## src/rtl/trig_pkg.sv

```systemverilog
package trig_pkg;

    // Low part of the control word that carries writable fields
    localparam int CTL_LO_W   = 20;
    localparam int POS_KIND   = 19;
    localparam int POS_ACT    = 12;
    localparam int POS_CHAIN  = 11;
    localparam int POS_MATCH  = 7;
    localparam int POS_PRIV   = 3;
    localparam int POS_EXEC   = 2;
    localparam int POS_STORE  = 1;
    localparam int POS_LOAD   = 0;

    localparam logic [3:0] TRIG_TYPE_CODE = 4'd2;
    localparam logic [5:0] MASK_LIMIT     = 6'd0;
    localparam logic [3:0] ACT_NONE       = 4'd0;

    typedef struct packed {
        logic       cmp_kind;
        logic [3:0] action;
        logic       chain_nxt;
        logic [3:0] match_mode;
        logic [3:0] priv_en;   // m, h, s, u from high to low
        logic       en_fetch;
        logic       en_store;
        logic       en_load;
    } trig_ctl_t;

    typedef enum logic {
        SCAN_IDLE,
        SCAN_RUN
    } scan_state_e;

    function automatic trig_ctl_t unpack_ctl(input logic [CTL_LO_W-1:0] w);
        trig_ctl_t c;
        c.cmp_kind   = w[POS_KIND];
        c.action     = w[POS_ACT +: 4];
        c.chain_nxt  = w[POS_CHAIN];
        c.match_mode = w[POS_MATCH +: 4];
        c.priv_en    = w[POS_PRIV +: 4];
        c.en_fetch   = w[POS_EXEC];
        c.en_store   = w[POS_STORE];
        c.en_load    = w[POS_LOAD];
        return c;
    endfunction

    function automatic logic [CTL_LO_W-1:0] pack_ctl(input trig_ctl_t c);
        logic [CTL_LO_W-1:0] w;
        w = '0;
        w[POS_KIND]       = c.cmp_kind;
        w[POS_ACT +: 4]   = c.action;
        w[POS_CHAIN]      = c.chain_nxt;
        w[POS_MATCH +: 4] = c.match_mode;
        w[POS_PRIV +: 4]  = c.priv_en;
        w[POS_EXEC]       = c.en_fetch;
        w[POS_STORE]      = c.en_store;
        w[POS_LOAD]       = c.en_load;
        return w;
    endfunction

endpackage

```

## src/rtl/trig_csr_decode.sv

```systemverilog
module trig_csr_decode #(
    parameter int          XLEN     = 64,
    parameter int          NUM_TRIG = 4,
    parameter logic [11:0] ADDR_SEL = 12'h7A0,
    parameter logic [11:0] ADDR_CTL = 12'h7A1,
    parameter logic [11:0] ADDR_AUX = 12'h7A2,
    localparam int         IDX_W    = (NUM_TRIG > 1) ? $clog2(NUM_TRIG) : 1
) (
    input  logic             csr_we,
    input  logic [11:0]      csr_addr,
    input  logic [XLEN-1:0]  sel_q,
    output logic             hit_sel,
    output logic             hit_ctl,
    output logic             hit_aux,
    output logic             in_range,
    output logic [IDX_W-1:0] idx,
    output logic             sel_we,
    output logic             ctl_we,
    output logic             aux_we
);

    always_comb begin
        hit_sel  = (csr_addr == ADDR_SEL);
        hit_ctl  = (csr_addr == ADDR_CTL);
        hit_aux  = (csr_addr == ADDR_AUX);
        in_range = (sel_q < XLEN'(NUM_TRIG));
        idx      = sel_q[IDX_W-1:0];
        sel_we   = csr_we && hit_sel;
        ctl_we   = csr_we && hit_ctl && in_range;
        aux_we   = csr_we && hit_aux && in_range;
    end

endmodule

```

## src/rtl/trig_slot.sv

```systemverilog
module trig_slot
    import trig_pkg::*;
#(
    parameter int XLEN = 64
) (
    input  logic            clk,
    input  logic            rst_n,
    input  logic            ctl_we,
    input  logic            aux_we,
    input  logic [XLEN-1:0] wdata,
    output trig_ctl_t       ctl_q,
    output logic [XLEN-1:0] aux_q
);

    always_ff @(posedge clk or negedge rst_n) begin
        if (!rst_n) begin
            ctl_q        <= '0;
            ctl_q.action <= ACT_NONE;
            aux_q        <= '0;
        end else begin
            if (ctl_we) ctl_q <= unpack_ctl(wdata[CTL_LO_W-1:0]);
            if (aux_we) aux_q <= wdata;
        end
    end

endmodule

```

## src/rtl/trig_scan_fsm.sv

```systemverilog
module trig_scan_fsm
    import trig_pkg::*;
#(
    parameter int  NUM_TRIG = 4,
    localparam int IDX_W    = (NUM_TRIG > 1) ? $clog2(NUM_TRIG) : 1
) (
    input  logic                     clk,
    input  logic                     rst_n,
    input  logic                     start,
    input  trig_ctl_t [NUM_TRIG-1:0] ctl_vec,
    output logic                     fetch_en,
    output logic                     load_en,
    output logic                     store_en,
    output logic                     flush_pulse
);

    localparam logic [IDX_W-1:0] LAST = IDX_W'(NUM_TRIG - 1);

    scan_state_e      state_q, state_d;
    logic [IDX_W-1:0] idx_q;
    logic [2:0]       acc_q;
    logic [2:0]       en_q;
    logic [2:0]       contrib;
    trig_ctl_t        cur;

    // state register
    always_ff @(posedge clk or negedge rst_n) begin
        if (!rst_n) state_q <= SCAN_IDLE;
        else        state_q <= state_d;
    end

    // next-state logic
    always_comb begin
        state_d = state_q;
        unique case (state_q)
            SCAN_IDLE: if (start) state_d = SCAN_RUN;
            SCAN_RUN: begin
                if (start)             state_d = SCAN_RUN;   // restart
                else if (idx_q == LAST) state_d = SCAN_IDLE; // finish
            end
        endcase
    end

    // contribution of the trigger under the scan pointer: {fetch, load, store}
    always_comb begin
        cur     = ctl_vec[idx_q];
        contrib = (cur.action != ACT_NONE) ? {cur.en_fetch, cur.en_load, cur.en_store} : 3'b000;
    end

    // output and datapath registers
    always_ff @(posedge clk or negedge rst_n) begin
        if (!rst_n) begin
            idx_q       <= '0;
            acc_q       <= '0;
            en_q        <= '0;
            flush_pulse <= 1'b0;
        end else begin
            flush_pulse <= start;
            if (start) begin
                idx_q <= '0;
                acc_q <= '0;
                en_q  <= '0;
            end else if (state_q == SCAN_RUN) begin
                acc_q <= acc_q | contrib;
                idx_q <= idx_q + 1'b1;
                if (idx_q == LAST) en_q <= acc_q | contrib;
            end
        end
    end

    assign fetch_en = en_q[2];
    assign load_en  = en_q[1];
    assign store_en = en_q[0];

endmodule

```

## src/rtl/trig_bank.sv

```systemverilog
module trig_bank
    import trig_pkg::*;
#(
    parameter int          XLEN     = 64,
    parameter int          NUM_TRIG = 4,
    parameter logic [11:0] ADDR_SEL = 12'h7A0,
    parameter logic [11:0] ADDR_CTL = 12'h7A1,
    parameter logic [11:0] ADDR_AUX = 12'h7A2
) (
    input  logic            clk,
    input  logic            rst_n,
    input  logic            csr_we,
    input  logic [11:0]     csr_addr,
    input  logic [XLEN-1:0] csr_wdata,
    output logic [XLEN-1:0] csr_rdata,
    output logic            fetch_chk_en,
    output logic            load_chk_en,
    output logic            store_chk_en,
    output logic            xlat_flush
);

    localparam int IDX_W = (NUM_TRIG > 1) ? $clog2(NUM_TRIG) : 1;

    logic [XLEN-1:0]                sel_q;
    logic                           hit_sel, hit_ctl, hit_aux, in_range;
    logic [IDX_W-1:0]               idx;
    logic                           sel_we, ctl_we, aux_we;
    trig_ctl_t [NUM_TRIG-1:0]       ctl_vec;
    logic [NUM_TRIG-1:0][XLEN-1:0]  aux_vec;
    logic [XLEN-1:0]                ctl_word;

    trig_csr_decode #(
        .XLEN(XLEN), .NUM_TRIG(NUM_TRIG),
        .ADDR_SEL(ADDR_SEL), .ADDR_CTL(ADDR_CTL), .ADDR_AUX(ADDR_AUX)
    ) u_dec (
        .csr_we(csr_we), .csr_addr(csr_addr), .sel_q(sel_q),
        .hit_sel(hit_sel), .hit_ctl(hit_ctl), .hit_aux(hit_aux),
        .in_range(in_range), .idx(idx),
        .sel_we(sel_we), .ctl_we(ctl_we), .aux_we(aux_we)
    );

    always_ff @(posedge clk or negedge rst_n) begin
        if (!rst_n)      sel_q <= '0;
        else if (sel_we) sel_q <= csr_wdata;
    end

    for (genvar g = 0; g < NUM_TRIG; g++) begin : g_slot
        trig_slot #(.XLEN(XLEN)) u_slot (
            .clk(clk), .rst_n(rst_n),
            .ctl_we(ctl_we && (idx == IDX_W'(g))),
            .aux_we(aux_we && (idx == IDX_W'(g))),
            .wdata(csr_wdata),
            .ctl_q(ctl_vec[g]),
            .aux_q(aux_vec[g])
        );
    end

    trig_scan_fsm #(.NUM_TRIG(NUM_TRIG)) u_scan (
        .clk(clk), .rst_n(rst_n),
        .start(ctl_we),
        .ctl_vec(ctl_vec),
        .fetch_en(fetch_chk_en),
        .load_en(load_chk_en),
        .store_en(store_chk_en),
        .flush_pulse(xlat_flush)
    );

    always_comb begin
        ctl_word                  = '0;
        ctl_word[XLEN-1 -: 4]     = TRIG_TYPE_CODE;
        ctl_word[XLEN-5 -: 6]     = MASK_LIMIT;
        ctl_word[CTL_LO_W-1:0]    = pack_ctl(ctl_vec[idx]);
    end

    always_comb begin
        csr_rdata = '0;
        if (hit_sel)                  csr_rdata = sel_q;
        else if (hit_ctl && in_range) csr_rdata = ctl_word;
        else if (hit_aux && in_range) csr_rdata = aux_vec[idx];
    end

endmodule

```

## config.mk

```make
export PLATFORM = sky130hd
export DESIGN_NAME = trig_bank
export DESIGN_NICKNAME = d
export VERILOG_FILES = /design/src/rtl/trig_pkg.sv /design/src/rtl/trig_csr_decode.sv /design/src/rtl/trig_slot.sv /design/src/rtl/trig_scan_fsm.sv /design/src/rtl/trig_bank.sv
export SDC_FILE = /design/constraint.sdc
export NUM_CORES = 1
export LEC_CHECK = 0
export ABC_AREA = 1
export BUFFER_PORTS_ARGS = -buffer_cell sky130_fd_sc_hd__buf_2
export CORE_ASPECT_RATIO = 2
export CORE_MARGIN = 5
export CORE_UTILIZATION = 65
export DETAILED_ROUTE_END_ITERATION = 10
export PLACE_DENSITY = 0.88
export REMOVE_ABC_BUFFERS = 1
export SYNTH_ARGS = -nofsm -noshare
export SYNTH_HDL_FRONTEND = slang
export SYNTH_SLANG_ARGS = --single-unit
```

## constraint.sdc

```tcl
create_clock -name clk -period 3.9 [get_ports clk]
set_input_delay 0.78 -clock clk [delete_from_list [all_inputs] [get_ports clk]]
set_output_delay 0.78 -clock clk [all_outputs]
set_load 0.01 [all_outputs]
```

Word level (Yosys, flattened, before mapping)
Cells that the tools add are included.

$add $sub $neg: 1. Magnitude comparators: 3. Eq/ne operators: 7. Mux-type cells: 21. Bitwise gates (word level): 2. Reduce and logical (&&, ||, !) cells: 20.

Operators with widths (count): $mux 64 (4); $bmux 64 s2 (1); $bmux 17 s2 (2); $lt 64x3->1 const B (1); $eq 12x11->1 const B (3); $mux 3 (6); $mux 17 (1); $mux 16 (1); $logic_and 1x1->1 (15); $eq 2x2->1 const B (3); $lt 2x3->1 const B (2); $mux 2 (2); $reduce_bool 2->1 (2); $reduce_bool 4->1 (1); $mux 1 (3); $or 3x3->3 (1); $add 2x1->2 const B (1); $eq 2x1->1 const B (1); $logic_not 2->1 (1); $pmux 1 s2 (1); $reduce_and 2->1 (1); $not 1->1 (1).

Flip-flop bits (word level): 398. Input bits: 79. Logic and storage cells: 96.

Longest topological paths before layout
Word-level depth: 8. Gate-level depth with buffers: 12. Gate-level depth less buffers: 10.

By module
From an unflattened synthesis, not the netlist that was laid out.

Cell total of the unflattened synthesis: 2416. Area, all modules: 18540.3 um^2.

By module, submodules not included: trig_slot (instances 4, cells an instance 342, area each 3067.9 um^2, sequential area each 2026.9 um^2); trig_bank (instances 1, cells an instance 884, area each 5282.6 um^2, sequential area each 1601.5 um^2); trig_scan_fsm (instances 1, cells an instance 80, area each 635.6 um^2, sequential area each 250.2 um^2); trig_csr_decode (instances 1, cells an instance 84, area each 350.3 um^2, sequential area each 0.0 um^2).

Worst setup path after synthesis
Ideal clock, no wire load.

Path kind: input to output. From: in csr_addr[10]. To: out csr_rdata[30]. Data arrival time: 2062 ps. Data required time: 3120 ps. Path slack: 1058 ps. Stages on the path: 9. Buffers on the path: 2. Path through: inv_1 > nor3_2 > nand3_1 > nor2_2 > and3_1 > buf_4 > buf_6 > nand2_1 > nand2_1.

Word-level cells in the longest chain between the ends: 5. Elaborated cells on any way between the ends: 8. Classes of those cells: 3 x eq/ne; 3 x mux; 2 x reduce/logical.

Ends and longest elaborated chain: start: declaration (line trig_bank.sv:13) `input logic [11:0] csr_addr,`; $eq 12x11->1 (line trig_csr_decode.sv:25) `hit_aux = (csr_addr == ADDR_AUX);`; $logic_and 1x1->1 (line trig_bank.sv:79) `else if (hit_aux && in_range) csr_rdata = aux_vec[idx];`; $mux 64 (line trig_bank.sv:79); $mux 64 (line trig_bank.sv:78) `else if (hit_ctl && in_range) csr_rdata = ctl_word;`; $mux 64 (*) (line trig_bank.sv:77) `if (hit_sel) csr_rdata = sel_q;`; end: declaration (line trig_bank.sv:15) `output logic [XLEN-1:0] csr_rdata,`.

Every way passes the cells marked *; elsewhere a longest branch is shown, timed or not.

Final worst setup path
From: reg sel_q[61]. To: out csr_rdata[51].

Word-level cells in the longest chain between the ends: 5. Elaborated cells on any way between the ends: 6. Classes of those cells: 1 x order compare; 3 x mux; 2 x reduce/logical.

Ends and longest elaborated chain: start: declaration (line trig_bank.sv:24) `logic [XLEN-1:0] sel_q;`; start signal: assignment (line trig_bank.sv:44) `else if (sel_we) sel_q <= csr_wdata;`; $lt 64x3->1 (*) (line trig_csr_decode.sv:26) `in_range = (sel_q < XLEN'(NUM_TRIG));`; $logic_and 1x1->1 (line trig_bank.sv:79); $mux 64 (line trig_bank.sv:79); $mux 64 (*) (line trig_bank.sv:78); $mux 64 (*) (line trig_bank.sv:77).

Marked as above.

==> impl_metrics.yaml <==
flow_run:
  drv_cap: 0
logic_synthesis:
  syn-instance-count: 2159
  yosysSeqAreaShare_pct: 55.61
  async_reset_ff_share_pct: 100.0
  synth_top_area_share_pct: 55.61
  synth-simple-area-share_pct: 21.14
  synth_seq_cells: 398
  ys_warn_count: 0
  synthFlopType: "dfrtp_1"
  post-synth-top-count-cell: "nand2_1"
  synth_xor_area_share_pct: 0.04890
  synth_top_family_by_area: "simple AND/OR/NAND/NOR gates"
  synth_commonest_cells: "nand2_1, dfrtp_1, o21ai_1"
  synth_cell_types: 30
  synth_fa_ha_area_share_pct: 0.06986
  synth_mux_area_share_pct: 0
  yosys.area.top_type: "dfrtp_1"
  synth_area_leaders: "dfrtp_1, nand2_1, o21ai_1, a22oi_1, inv_1"
  synth_edf_count: 0
  syn_area_sq_um: 17910
  synth_compound_gate_area_share_pct: 16.40
  syn_area_per_cell_sq_um: 8.296
place:
  numPortBuffers: 146
  dpl_cell_area_sq_um: 18860
  dp.cells: 2549
  dpl.hpwl_mm: 30.11
  place_ws_ns: 0.6907
  gp_congestion: 0.9139
finish:
  area_growth_pct: 11.07
  layout-drive-gt1-share_pct: 11.35
  design_area_sq_um: 19890
  finalNetCount: 2314
  post-route-util_pct: 72.50
  multiInputGateArea_sq_um: 6820
  diodes: 0
  stdcell_count: 2607
  fillers: 2016
  regArea_sq_um: 9960
clock_network:
  path_clk_slew_ns: 0.06
  root_buffer: "clkbuf_16"
  worst_skew_pair.late_latency_ns: 0.53
  cts_hold_buf: 0
  numCtsBuffers: 35
  clockBufferDepth: 3
  cts_sinks: 398
  cts_tree: "built"
  htree_num_levels: 2
floorplanning:
  die_w_um: 127.4
  ios: 147
  fp.dieH_um: 244.8
  coreArea_sq_um: 27440
  start_util_pct: 65.28
  num_rows: 86
  dieArea_sq_um: 31180
sta:
  fmax_mhz: 266.8
  hold_viol: 0
  finalSetupViolations: 0
  relSlewSlack_pct: 29.79
  period_share_pct: 96.10
  final.min_clock_period_ns: 3.748
  slew_violations: 0
  rsz0062_at_grt: "no"
  tightestPinTransition_ns: 1.053
  fin_ws_ns: 0.1522
  worst_clock_skew_ns: 0.01868
setup_path:
  critPathArrivalTime_ns: 2.97
  critPathCaptureType: "output pin"
  crit_type: "flip-flop to output pin"
  critPathMaxFanout: 47
  startpoint_type: "flip-flop"
  worstPathRequired_ns: 3.12
power:
  ir_worst_vdd_v: 0.0003730
  total_power_w: 0.007671
  power_leakage_nw: 10.23
  cellPowerDensity_nw_per_um2: 385.6
grt:
  grt_pass1_vias: 15980
  grt_use_total_pct: 31.23
  grt_overflow_total: 0
  grt_pass1_wl_mm: 78.57
  antenna_found_initial: 0
  grt_max_degree: 129
detailed_routing:
  postRouteAntennaNets: 0
  routed_wl_mm: 48.15
  drtIter0Drc: 1731
  vias: 15780
  via_per_inst: 6.051
  drc: 0
  dr.pass1.iters: 9
  wl_per_cell_um: 18.47
outcome:
  status: "finished, final reports clean"
min_path:
  hp-class: "primary input to asynchronous set/reset pin"
==> flip-flops by register name (all words and copies together) (netlist names) <==
| name | flops |
|---|---|
| sel_q | 64 |
| u_scan.state_q | 1 |
| g_slot.u_slot.ctl_q | 68 |
| g_slot.u_slot.aux_q | 256 |
| u_scan.idx_q | 2 |
| u_scan.flush_pulse | 1 |
| u_scan.en_q | 3 |
| u_scan.acc_q | 3 |
==> cells by family (layout without fill, tap and decap cells) <==
logic type      after synthesis  count (layout)
buf+inv                     278             374
compound gates              529             529
flops                       398             398
fa+ha+maj                     1               1
xor+xnor                      1               1
simple gates                952             952
==> cells in the final DEF (no fill, tap or decap), types with 3 or more instances in the layout <==
master     Yosys  routed
nand4_1       36      36
clkbuf_8       0       3
nand3_1       22      18
dfrtp_1      398     398
o21ai_0       49      49
nor2_1        99      98
inv_2          6       7
nor2_2         6       4
clkbuf_16      0      35
a22oi_1       90      90
clkbuf_1      24      10
nor2_4         2       5
nand3_4        1       5
nand2_1      772     771
inv_1        132     131
o21ai_1      352     352
buf_12         0      12
clkinv_2       0       5
o221ai_1      17      17
nor3_1         5       5
inv_6          0       3
buf_2         95     145
a21oi_1       21      21
buf_4          6      20
==> critical path: stages, from the launching register on <==
cell     delay, ns
dfrtp_1       0.40
nor2_1        0.16
nand2_1       0.07
nor2_1        0.35
nand2_1       0.10
nor2_1        0.12
buf_4         0.29
and3_2        0.27
buf_12        0.25
nand2_1       0.18
nand2_1       0.09
buf_2         0.13
==> cell type report <==
| cell class | instances | area share, % |
|---|---|---|
| well taps | 352 | 2.214 |
| flip-flops and latches | 398 | 50.06 |
| inverters | 138 | 2.604 |
| clock buffers | 48 | 4.799 |
| repair buffers | 178 | 5.686 |
| clock inverters | 10 | 0.3522 |
| multi-input cells | 1483 | 34.28 |
==> routing by layer <==
metal | track usage [%] | wire length [um]
met2 | 53.34 | 24550
met1 | 36.33 | 17050
met3 | 3.310 | 3038
met5 | 0 | 0
met4 | 22.05 | 3512
==> timing repair <==
action / in CTS / in global routing
setup buffers: 0 / 0
setup endpoints to repair: 0 / 12
gates resized for setup: 0 / 1
==> final timing paths <==
| check | startpoint | to | slack, ns | depth (start not counted) |
|---|---|---|---|---|
| max in group asynchronous | rst_n | sel_q[13]$_DFFE_PN0P_ | 2.68 | 2 |
| hold reg to reg | g_slot[0].u_slot.ctl_q[3]$_DFFE_PN0P_ | g_slot[0].u_slot.ctl_q[3]$_DFFE_PN0P_ | 0.48 | 2 |
| min in group clk | g_slot[0].u_slot.ctl_q[3]$_DFFE_PN0P_ | g_slot[0].u_slot.ctl_q[3]$_DFFE_PN0P_ | 0.48 | 2 |
| setup / recovery | sel_q[61]$_DFFE_PN0P_ | csr_rdata[51] | 0.15 | 11 |
| hold / removal | rst_n | g_slot[1].u_slot.aux_q[55]$_DFFE_PN0P_ | 0.22 | 1 |
| setup reg to reg | sel_q[61]$_DFFE_PN0P_ | g_slot[1].u_slot.aux_q[28]$_DFFE_PN0P_ | 0.99 | 11 |
==> metrics by stage <==
step	TNS (ns)	hold WS, ns
after floorplan	-545.63	0.4515
after global placement	0	0.4629
after detailed placement	0	0.4690
after CTS	0	0.2648
after global routing	0	0.2662
final	0	0.2161
==> power by group <==
part | leakage, nW | internal, W | total [W] | switching [W]
Sequential | 5.27 | 0.00414 | 0.00415 | 0.0000151
Clock | 0.504 | 0.00173 | 0.00322 | 0.00149
Combinational | 4.45 | 0.0000706 | 0.000303 | 0.000233
No activity file was read; power rests on OpenSTA's default activity.
